--- config.mk ---
export PLATFORM = sky130hd
export DESIGN_NAME = i2c_cmd_master
export DESIGN_NICKNAME = d
export VERILOG_FILES = /design/src/rtl/i2c_cmd_pkg.sv /design/src/rtl/i2c_cmd_qtick.sv /design/src/rtl/i2c_cmd_fanout.sv /design/src/rtl/i2c_cmd_master.sv
export SDC_FILE = /design/constraint.sdc
export NUM_CORES = 1
export LEC_CHECK = 0
export ABC_CLOCK_PERIOD_IN_PS = 4400
export BUFFER_PORTS_ARGS = -buffer_cell sky130_fd_sc_hd__buf_2
export CELL_PAD_IN_SITES_DETAIL_PLACEMENT = 1
export CELL_PAD_IN_SITES_GLOBAL_PLACEMENT = 2
export CORE_MARGIN = 8
export CORE_UTILIZATION = 39
export CTS_CLUSTER_SIZE = 28
export DETAILED_ROUTE_END_ITERATION = 16
export PLACE_DENSITY_LB_ADDON = 0.1
export SETUP_SLACK_MARGIN = 0.4
export SLEW_MARGIN = 10
export SYNTH_ARGS = -nofsm -noshare
export SYNTH_HDL_FRONTEND = slang
export SYNTH_SLANG_ARGS = --single-unit
--- constraint.sdc ---
create_clock -name clk -period 4.4 [get_ports clk]
set_input_delay 0.66 -clock clk [delete_from_list [all_inputs] [get_ports clk]]
set_output_delay 0.66 -clock clk [all_outputs]
set_load 0.01 [all_outputs]
--- src/rtl/i2c_cmd_pkg.sv ---
package i2c_cmd_pkg;

    typedef enum logic [2:0] {
        ST_IDLE,
        ST_START,
        ST_SHIFT,
        ST_ACK,
        ST_HOLD,
        ST_STOP,
        ST_WAIT
    } st_e;

    localparam logic [1:0] RA_SEL  = 2'd0;
    localparam logic [1:0] RA_CMD  = 2'd1;
    localparam logic [1:0] RA_STAT = 2'd2;
    localparam logic [1:0] RA_DATA = 2'd3;

    localparam int CMD_RD   = 0;
    localparam int CMD_TGT  = 1;
    localparam int CMD_CNT  = 8;
    localparam int CMD_STOP = 16;
    localparam int CMD_GO   = 31;
    localparam int SEL_RATE = 8;

endpackage

--- src/rtl/i2c_cmd_qtick.sv ---
module i2c_cmd_qtick #(
    parameter int Q100 = 125,
    parameter int Q400 = 31,
    parameter int Q1M  = 12
) (
    input  logic       clk,
    input  logic       rst_n,
    input  logic       clr,
    input  logic [1:0] rate,
    output logic       tick
);
    localparam int QMAX = (Q100 > Q400) ? ((Q100 > Q1M) ? Q100 : Q1M)
                                        : ((Q400 > Q1M) ? Q400 : Q1M);
    localparam int CW = $clog2(QMAX + 1);

    logic [CW-1:0] cnt_q;
    logic [CW-1:0] lim;

    always_comb begin
        unique case (rate)
            2'd0:    lim = CW'(Q100);
            2'd1:    lim = CW'(Q400);
            default: lim = CW'(Q1M);
        endcase
    end

    assign tick = (cnt_q >= lim - 1'b1);

    always_ff @(posedge clk or negedge rst_n) begin
        if (!rst_n)        cnt_q <= '0;
        else if (clr||tick) cnt_q <= '0;
        else               cnt_q <= cnt_q + 1'b1;
    end
endmodule

--- src/rtl/i2c_cmd_fanout.sv ---
module i2c_cmd_fanout #(
    parameter int NPORT = 8,
    parameter int PW    = 3
) (
    input  logic [PW-1:0]    port,
    input  logic             scl_q,
    input  logic             sda_q,
    output logic [NPORT-1:0] scl_oe,
    output logic [NPORT-1:0] sda_oe
);
    for (genvar i = 0; i < NPORT; i++) begin : g_port
        if (i == 0) begin : g_off
            assign scl_oe[i] = 1'b0;
            assign sda_oe[i] = 1'b0;
        end else begin : g_on
            assign scl_oe[i] = (port == PW'(i)) && !scl_q;
            assign sda_oe[i] = (port == PW'(i)) && !sda_q;
        end
    end
endmodule

--- src/rtl/i2c_cmd_master.sv ---
module i2c_cmd_master
    import i2c_cmd_pkg::*;
#(
    parameter int NPORT = 8,
    parameter int Q100  = 125,
    parameter int Q400  = 31,
    parameter int Q1M   = 12
) (
    input  logic             clk,
    input  logic             rst_n,
    input  logic             wr_en,
    input  logic             rd_en,
    input  logic [1:0]       addr,
    input  logic [31:0]      wdata,
    output logic [31:0]      rdata,
    input  logic [NPORT-1:0] sda_in,
    output logic [NPORT-1:0] scl_oe,
    output logic [NPORT-1:0] sda_oe
);
    localparam int PW = $clog2(NPORT);

    st_e           state_q;
    logic [1:0]    phase_q;
    logic [PW-1:0] port_q;
    logic [1:0]    rate_q;
    logic          rd_q, stop_q, is_addr_q, nak_q, rdy_q;
    logic [6:0]    tgt_q;
    logic [7:0]    left_q, sh_q;
    logic [1:0]    idx_q;
    logic [2:0]    bit_q;
    logic [31:0]   tx_q, rx_q;
    logic          scl_q, sda_q, scl_n, sda_n;
    logic          tick, adv, busy, launch, sel_zero, sda_s;
    logic [1:0]    nidx;

    assign busy     = !(state_q inside {ST_IDLE, ST_WAIT});
    assign launch   = wr_en && addr == RA_CMD && wdata[CMD_GO] && !busy && port_q != '0;
    assign sel_zero = wr_en && addr == RA_SEL && wdata == 32'd0;
    assign adv      = tick && phase_q == 2'd3;
    assign sda_s    = sda_in[port_q];
    assign nidx     = idx_q + 2'd1;

    i2c_cmd_qtick #(.Q100(Q100), .Q400(Q400), .Q1M(Q1M)) u_tick (
        .clk(clk), .rst_n(rst_n), .clr(launch), .rate(rate_q), .tick(tick)
    );

    i2c_cmd_fanout #(.NPORT(NPORT), .PW(PW)) u_fan (
        .port(port_q), .scl_q(scl_q), .sda_q(sda_q), .scl_oe(scl_oe), .sda_oe(sda_oe)
    );

    always_comb begin
        unique case (addr)
            RA_SEL:  rdata = 32'(port_q) | (32'(rate_q) << SEL_RATE);
            RA_CMD:  rdata = 32'd0;
            RA_STAT: rdata = {28'd0, state_q == ST_WAIT, rdy_q, nak_q, busy};
            default: rdata = rx_q;
        endcase
    end

    // state register and sequencing
    always_ff @(posedge clk or negedge rst_n) begin
        if (!rst_n) begin
            state_q <= ST_IDLE;  phase_q <= '0;  port_q <= '0;  rate_q <= '0;
            rd_q <= 1'b0;  stop_q <= 1'b0;  is_addr_q <= 1'b0;  nak_q <= 1'b0;
            rdy_q <= 1'b0;  tgt_q <= '0;  left_q <= '0;  sh_q <= '0;
            idx_q <= '0;  bit_q <= '0;  tx_q <= '0;  rx_q <= '0;
        end else begin
            if (state_q inside {ST_START, ST_SHIFT, ST_ACK, ST_STOP}) begin
                if (tick) phase_q <= phase_q + 2'd1;
            end else begin
                phase_q <= '0;
            end
            if (wr_en && addr == RA_DATA) tx_q <= wdata;
            if (rd_en && addr == RA_DATA) rdy_q <= 1'b0;
            if (wr_en && addr == RA_SEL && !busy) begin
                port_q <= wdata[PW-1:0];
                rate_q <= wdata[SEL_RATE +: 2];
            end

            unique case (state_q)
                ST_START: if (adv) begin
                    sh_q <= {tgt_q, rd_q};  is_addr_q <= 1'b1;
                    bit_q <= '0;  state_q <= ST_SHIFT;
                end
                ST_SHIFT: if (adv) begin
                    sh_q  <= {sh_q[6:0], sda_s};
                    bit_q <= bit_q + 3'd1;
                    if (bit_q == 3'd7) state_q <= ST_ACK;
                end
                ST_ACK: if (adv) begin
                    if (is_addr_q || !rd_q) begin
                        if (sda_s) begin
                            nak_q <= 1'b1;  state_q <= ST_STOP;
                        end else if (is_addr_q) begin
                            is_addr_q <= 1'b0;  idx_q <= '0;
                            if (left_q == 8'd0)  state_q <= stop_q ? ST_STOP : ST_WAIT;
                            else begin
                                if (!rd_q) sh_q <= tx_q[7:0];
                                state_q <= ST_SHIFT;
                            end
                        end else if (left_q == 8'd1) begin
                            left_q <= '0;  state_q <= stop_q ? ST_STOP : ST_WAIT;
                        end else begin
                            left_q <= left_q - 8'd1;  idx_q <= nidx;
                            sh_q <= tx_q[{nidx, 3'b000} +: 8];
                            state_q <= ST_SHIFT;
                        end
                    end else begin
                        rx_q[{idx_q, 3'b000} +: 8] <= sh_q;
                        left_q <= left_q - 8'd1;  idx_q <= nidx;
                        if (left_q == 8'd1) begin
                            rdy_q <= 1'b1;  state_q <= stop_q ? ST_STOP : ST_WAIT;
                        end else if (idx_q == 2'd3) begin
                            rdy_q <= 1'b1;  state_q <= ST_HOLD;
                        end else begin
                            state_q <= ST_SHIFT;
                        end
                    end
                end
                ST_HOLD: if (!rdy_q) begin
                    rx_q <= '0;  idx_q <= '0;  state_q <= ST_SHIFT;
                end
                ST_STOP: if (adv) state_q <= ST_IDLE;
                ST_IDLE, ST_WAIT: ;
                default: state_q <= ST_IDLE;
            endcase

            if (launch) begin
                rd_q   <= wdata[CMD_RD];    tgt_q  <= wdata[CMD_TGT +: 7];
                left_q <= wdata[CMD_CNT +: 8];  stop_q <= wdata[CMD_STOP];
                nak_q  <= 1'b0;  rdy_q <= 1'b0;  rx_q <= '0;  idx_q <= '0;
                phase_q <= '0;  state_q <= ST_START;
            end
            if (sel_zero) begin
                state_q <= ST_IDLE;  port_q <= '0;  rate_q <= '0;
                nak_q <= 1'b0;  rdy_q <= 1'b0;  phase_q <= '0;
            end
        end
    end

    // line levels per state and phase: SCL high in phases 2-3, SDA moves in phase 1
    always_comb begin
        scl_n = 1'b1;
        sda_n = sda_q;
        unique case (state_q)
            ST_IDLE:  sda_n = 1'b1;
            ST_START: begin
                scl_n = phase_q[1];
                if (phase_q == 2'd1 || phase_q == 2'd2) sda_n = 1'b1;
                else if (phase_q == 2'd3)               sda_n = 1'b0;
            end
            ST_SHIFT: begin
                scl_n = phase_q[1];
                if (phase_q != 2'd0) sda_n = (rd_q && !is_addr_q) ? 1'b1 : sh_q[7];
            end
            ST_ACK: begin
                scl_n = phase_q[1];
                if (phase_q != 2'd0) sda_n = (is_addr_q || !rd_q) ? 1'b1 : (left_q == 8'd1);
            end
            ST_HOLD, ST_WAIT: scl_n = 1'b0;
            ST_STOP: begin
                scl_n = phase_q[1];
                if (phase_q != 2'd0) sda_n = (phase_q == 2'd3);
            end
            default: ;
        endcase
    end

    always_ff @(posedge clk or negedge rst_n) begin
        if (!rst_n) begin
            scl_q <= 1'b1;
            sda_q <= 1'b1;
        end else begin
            scl_q <= scl_n;
            sda_q <= sda_n;
        end
    end
endmodule

; ---- After elaboration in Yosys (flattened, before gate mapping)
; Index checks and enable logic that the tools add are counted.
[totals]
ff_bits = 116
input_bits = 46
[classes]
addsub = 7
n_lt_le_gt_ge = 2
eq_ne = 50
shift = 3
n_mux = 91
n_bitwise = 1
n_reduce_logical = 66
[op_table]
columns = cell, count
row1 = two-way mux 32 bit, 4
row2 = two-way mux 8 bit, 16
row3 = case mux 32 bit (3 select lines), 1
row4 = case mux 32 bit (2 select lines), 1
row5 = two-way mux 3 bit, 18
row6 = bitwise mux 32 bit, 1
row7 = zero test 32 bit, 1
row8 = variable shift 8 x 7 -> 32 bit (first input constant), 1
row9 = variable part select 32 x 6 -> 8 bit, 1
row10 = variable part select 8 x 7 -> 32 bit, 1
row11 = two-way mux 2 bit, 14
row12 = != test 4 x 3 -> 1 bit (second input constant), 7
row13 = two-way mux 1 bit, 26
row14 = logical AND 1 bit, 25
row15 = equality test 3 bit (second input constant), 8
row16 = case mux 8 bit (3 select lines), 1
row17 = nonzero test 3 bit, 7
row18 = != test 3 x 2 -> 1 bit (second input constant), 6
row19 = case mux 3 bit (6 select lines), 1
row20 = AND reduction 5 bit, 3
row21 = case mux 7 bit (2 select lines), 1
row22 = nonzero test 2 bit, 7
row23 = equality test 3 x 2 -> 1 bit (second input constant), 4
row24 = AND reduction 4 bit, 3
row25 = other kinds (37), 62

; ---- Logic depth before layout (Yosys ltp)
[depth]
depth_word = 10
depth_mapped = 10

; ---- Cells and area by module
; From an unflattened synthesis, not the netlist that was laid out.
[unflattened]
cells_unflattened = 661
hier_area_um2 = 6884.1
[modules_own_cells]
columns = mod, instances, cells_per_inst, area_per_inst_um2, seq_area_each_um2
row1 = i2c_cmd_master, 1, 595, 6180.9, 2730.1
row2 = i2c_cmd_qtick, 1, 46, 456.7, 175.2
row3 = i2c_cmd_fanout, 1, 20, 246.5, 0.0

; ---- Least setup slack after synthesis
; OpenSTA, ideal clock, no wires.
[synth_timing]
kind = reg2reg
from = register idx_q[0]
to = register sh_q[1]
setup_ns = 0.125
arrival_ns = 2.566
setup_slack_ns = 1.710
stages_incl_launch_ff = 11
n_path_buf = 2
period_less_slack_ns = 2.690
cell_sequence = dfrtp_1 > buf_1 > inv_1 > ha_1 > or2_2 > clkbuf_1 > nor2_1 > a21oi_1 > o221a_2 > o22a_1 > mux2_2
[synth_between]
elab_chain_len = 8
[synth_lines]
columns = element, line_no
row1 = start: declaration, i2c_cmd_master.sv:29  ; logic [1:0] idx_q;
row2 = start signal: assignment, i2c_cmd_master.sv:104  ; left_q <= left_q - 8'd1; idx_q <= nidx;
row3 = start signal: assignment, i2c_cmd_master.sv:110  ; left_q <= left_q - 8'd1; idx_q <= nidx;
row4 = adder 2 x 1 -> 2 bit, i2c_cmd_master.sv:41  ; assign nidx = idx_q + 2'd1;
row5 = variable part select 32 x 6 -> 8 bit, i2c_cmd_master.sv:105  ; sh_q <= tx_q[{nidx, 3'b000} +: 8];
row6 = two-way mux 8 bit, i2c_cmd_master.sv:101  ; end else if (left_q == 8'd1) begin
row7 = two-way mux 8 bit, i2c_cmd_master.sv:94  ; end else if (is_addr_q) begin
row8 = two-way mux 8 bit, i2c_cmd_master.sv:92  ; if (sda_s) begin
row9 = two-way mux 8 bit, i2c_cmd_master.sv:91  ; if (is_addr_q || !rd_q) begin
row10 = two-way mux 8 bit, i2c_cmd_master.sv:90  ; ST_ACK: if (adv) begin
row11 = case mux 8 bit (3 select lines), i2c_cmd_master.sv:80  ; unique case (state_q)
row12 = end signal: assignment, i2c_cmd_master.sv:86  ; sh_q <= {sh_q[6:0], sda_s};
row13 = end signal: assignment, i2c_cmd_master.sv:98  ; if (!rd_q) sh_q <= tx_q[7:0];
row14 = end signal: assignment, i2c_cmd_master.sv:105
row15 = end: declaration, i2c_cmd_master.sv:28  ; logic [7:0] left_q, sh_q;
; Every way passes these cells. The select of a mux whose other input is x is not followed.
; A chain may end at the register's enable or synchronous reset.

; ---- Worst setup path after layout
[layout_timing]
from = register rate_q[1]
to = register left_q[4]
[layout_between]
elab_chain_len = 7
[layout_lines]
columns = element, line_no
row1 = start: declaration, i2c_cmd_master.sv:25  ; logic [1:0] rate_q;
row2 = start signal: assignment, i2c_cmd_master.sv:77  ; rate_q <= wdata[SEL_RATE +: 2];
row3 = equality test 2 x 1 -> 1 bit / zero test 2 bit (equally long branches), i2c_cmd_qtick.sv:20  ; unique case (rate)
row4 = case mux 7 bit (2 select lines) (*), i2c_cmd_qtick.sv:20
row5 = subtractor 7 x 1 -> 7 bit (*), i2c_cmd_qtick.sv:27  ; assign tick = (cnt_q >= lim - 1'b1);
row6 = >= comparator 7 bit (*), i2c_cmd_qtick.sv:27
row7 = logical AND 1 bit (*), i2c_cmd_master.sv:39  ; assign adv = tick && phase_q == 2'd3;
row8 = nonzero test 2 bit (no source line) (*), n/a
row9 = AND reduction 4 bit (no source line) (*), n/a
row10 = end signal: assignment, i2c_cmd_master.sv:104
row11 = end signal: assignment, i2c_cmd_master.sv:110
row12 = end signal: assignment, i2c_cmd_master.sv:130  ; left_q <= wdata[CMD_CNT +: 8]; stop_q <= wdata[CMD_STOP];
row13 = end: declaration, i2c_cmd_master.sv:28
; Mark *: on every way between the ends. The rest lies on a longest branch, timed or not.

==> metrics.md <==
| Metric | Value |
|---|---|
| Critical path fanouts, max | `12` |
| Initial antenna violation count | `0` |
| Area used by multi-input combinational logic | `3310 sq um` |
| Worst Setup Start Kind | `flop` |
| ANT nets after route | `0` |
| Clock Sink Count | `116` |
| Final count of negative-setup-slack endpoints | `0` |
| Series of cell instances along the critical path | `or2_2 -> ha_1 -> and4_1 -> a31oi_1 -> buf_4 -> nor4_2 -> nand3_1 -> o41ai_1` |
| Wirelength, routed | `20500 um` |
| Synth Flop Type | `dfrtp_1` |
| Clock slew at reported path FFs | `~60 ps` |
| Number of max-capacitance violations reported | `0` |
| Unrepaired setup endpoints after global routing | `false` |
| Number of synthesized register bits | `between 100 and 150` |
| Area added between synthesis and finish | `19.5%` |
| Vias after detailed routing | `5492` |
| Internal power | `~3000 uW` |
| Maximum number of pins on one net before global-route repair | `76` |
| Wire length of the first global-routing pass | `33300 um` |
| WP data required | `4710 ps` |
| Proportion of synthesized flip-flops having asynchronous set or reset | `1.00` |
| Horizontal die dimension | `roughly 150 um` |
| Cell type of the slowest stage on the worst timing path | `nor4_2` |
| Total routing resource utilization after global routing | `0.196` |
| Placed wire-length estimate | `~15000 um` |
| Count of pins on the block boundary | `94` |
| Postcts setup bufs | `0` |
| Clock tree from TritonCTS | `done` |
| Sequential share of power | `0.367` |
| Number of failing hold endpoints at the final stage | `0` |
| Period utilisation layout | `0.715` |
| Number of buffers created by CTS | `17` |
| Result of the run | `finished clean` |
| First drt pass iteration count | `4` |
| Footprint of the flip-flops and latches | `2910 sq um` |
| Timing-limited maximum frequency | `0.318 GHz` |
| Ranking of synthesized cells by instance count | `dfrtp_1, nand2_1, nor2_1` |
| Number of distinct standard cells referenced by the synthesized netlist | `64` |
| Core area | `16500 sq um` |
| Iteration-0 DRC Markers | `roughly 290` |
| Synth Warn # | `0` |
| Launch point of the critical path | `rate_q[1]` |
| Fin Setup TNS | `0 ps` |
| Ratio of routed vias to standard cells | `5.53` |
| Fraction of final layout cells sized beyond drive strength 1 | `0.242` |
| Height of the die | `146 um` |
| Switching share of total power | `0.348` |
| Count of hold buffers inserted by post-cts repair | `0` |
| Global-route congestion overflow total | `0` |
| Final design utilization | `0.474` |
| Average instance area after synthesis | `9.58 sq um` |
| Number of nets at the end of the flow | `823` |
| Setup CP Type | `flop to flop` |
| Static leakage power | `0.00361 uW` |
| Rows | `47` |
| Maximum level of the CTS H-tree | `4` |
| Cell class contributing the biggest share of worst-path delay | `simple AND/OR/NAND/NOR gates` |
| Number of buffers added on ports | `between 90 and 100` |
| Critical path endpoint category | `flop` |
| Share of power burned in the clock network | `0.333` |
| Routed length per instance | `just over 20 um` |
| Diode insertion count for antenna repair | `0` |
| Count of buffer and inverter cells on the critical path | `1` |
| Final weighted congestion of routability-driven global placement | `~0.84` |
| Power spent charging and discharging nets | `1610 uW` |
| Worst vdd rail ir drop | `293 uV` |
| Clock Root Buffer | `clkbuf_16` |
| Via count of the first global-routing pass | `5988` |
| Worst reg2reg startpoint | `rate_q[1]` |
| Number of flops mapped to enable cells by yosys | `0` |
| Synth Cell Area | `roughly 6600 sq um` |
| Post-layout minimum cycle time | `3150 ps` |
| Library cell with the highest instance count after synthesis | `dfrtp_1` |
| Initial Util | `0.397` |
| Class of the worst hold path | `input port to async pin` |
| Least-Margin Pin Slew | `~1000 ps` |
| Sequential share of the synthesized area | `0.443` |
| Clock Skews | `7.92 ps` |
| Post-synthesis cell count | `684` |
| Die Area | `about 21000 sq um` |
| Fillers | `between 1500 and 2000` |
| Pwr dens | `592 nW/um^2` |
| Most area-hungry cell type in the Yosys netlist | `dfrtp_1` |
| Clock tree buffer depth | `2` |
| Share of the synthesized area in the top cell type | `0.435` |
| Relative slew slack | `0.305` |
| Resized cells post-CTS | `0` |
| Maximum single-stage delay on the critical path | `~700 ps` |
| Post-detailed-route DRC marker count | `0` |
| Cells taking the most area after synthesis | `dfrtp_1, mux2i_1, mux2_2` |
| Final max-slew violation count | `0` |
| Share of total power in combinational logic | `0.300` |
| Clock latency of the later-clocked register in the worst-skew pair | `420 ps` |
| CP Data Arrival Time | `between 3000 and 4000 ps` |
## per-stage QoR
stage | worst slack, ps | total power (uW) | area (sq um) | hold slack (ps) | cells
CTS | 1210 | 4680 | 7830 | 444 | 993
detailed placement | 1220 | 3110 | 7180 | 472 | 961
global placement | 1310 | 3030 | 7180 | 461 | 961
floorplan | 1710 | 2610 | 6560 | 364 | 685
finish | 1250 | 4640 | 7830 | 419 | 993
global route | 1020 | 4920 | 7830 | 487 | 993
## power by group through the flow
stage          Combinational [uW]  Sequential, uW  Clock (uW)
2_1_floorplan                1070            1540           0
3_3_place_gp                 1330            1700           0
3_5_place_dp                 1390            1720           0
4_1_cts                      1410            1700        1570
5_1_grt                      1570            1750        1610
6_report                     1390            1700        1540
## cell usage in the layout, fill, tap and decap left out, drive strengths merged, types with 14 or more instances in the layout
cell | synthesis | routed
nand2 | 87 | 87
nor4 | 14 | 14
mux2 | 42 | 42
clkbuf | 30 | 24
inv | 44 | 44
mux2i | 49 | 49
dfrtp | 114 | 114
nor3 | 20 | 20
buf | 14 | 100
a21oi | 17 | 17
and3 | 28 | 28
ha | 17 | 17
nor2 | 61 | 61
## final timing paths
path / end / slack (ps) / cells past startpoint
max: left_q[4] / 1250 / 8
min: u_tick.cnt_q[6] / 420 / 1
max reg2reg: left_q[4] / 1250 / 8
min reg2reg: tgt_q[1] / 480 / 2
max in group asynchronous: sh_q[0] / 3030 / 2
min in group clk: tgt_q[1] / 480 / 2
## area by class of cell
cell class,count,share of cell area
clock inverters,8,0.0219
clock buffers,24,0.0615
well taps,220,0.0352
multi-input cells,481,0.422
inverters,44,0.0211
flip-flops and latches,116,0.371
repair buffers,100,0.0671
## cell families (layout without fill, tap and decap cells)
logic type                 Yosys count  count (layout)  synth area share
DFF                                116             116             0.443
adders and majority gates           17              17            0.0325
xor gates and xnor gates             7               7           0.00936
AOI/OAI and AO/OA                   99              99             0.108
and+or+nand+nor                    263             263             0.196
other                                1               2          0.000572
buffers and inverters               88             176            0.0540
muxes                               93              93             0.156
## per-layer routing
layer  vias up  global-route usage  wire length (um)
met5         -                   0                 0
met4         0              0.0682               365
met3        28              0.0398               892
met2       136               0.313              9550
met1      2769               0.260              9640
li1       2559                   -                 -
## registers in the layout, indices dropped and copies added, names as in the netlist, 2 cells and up
name,count
tx_q,32
rx_q,32
tgt_q,7
sh_q,8
state_q,3
left_q,8
idx_q,2
u_tick.cnt_q,7
rate_q,2
phase_q,2
port_q,3
bit_q,3
Power figures use the tool's default switching activity.
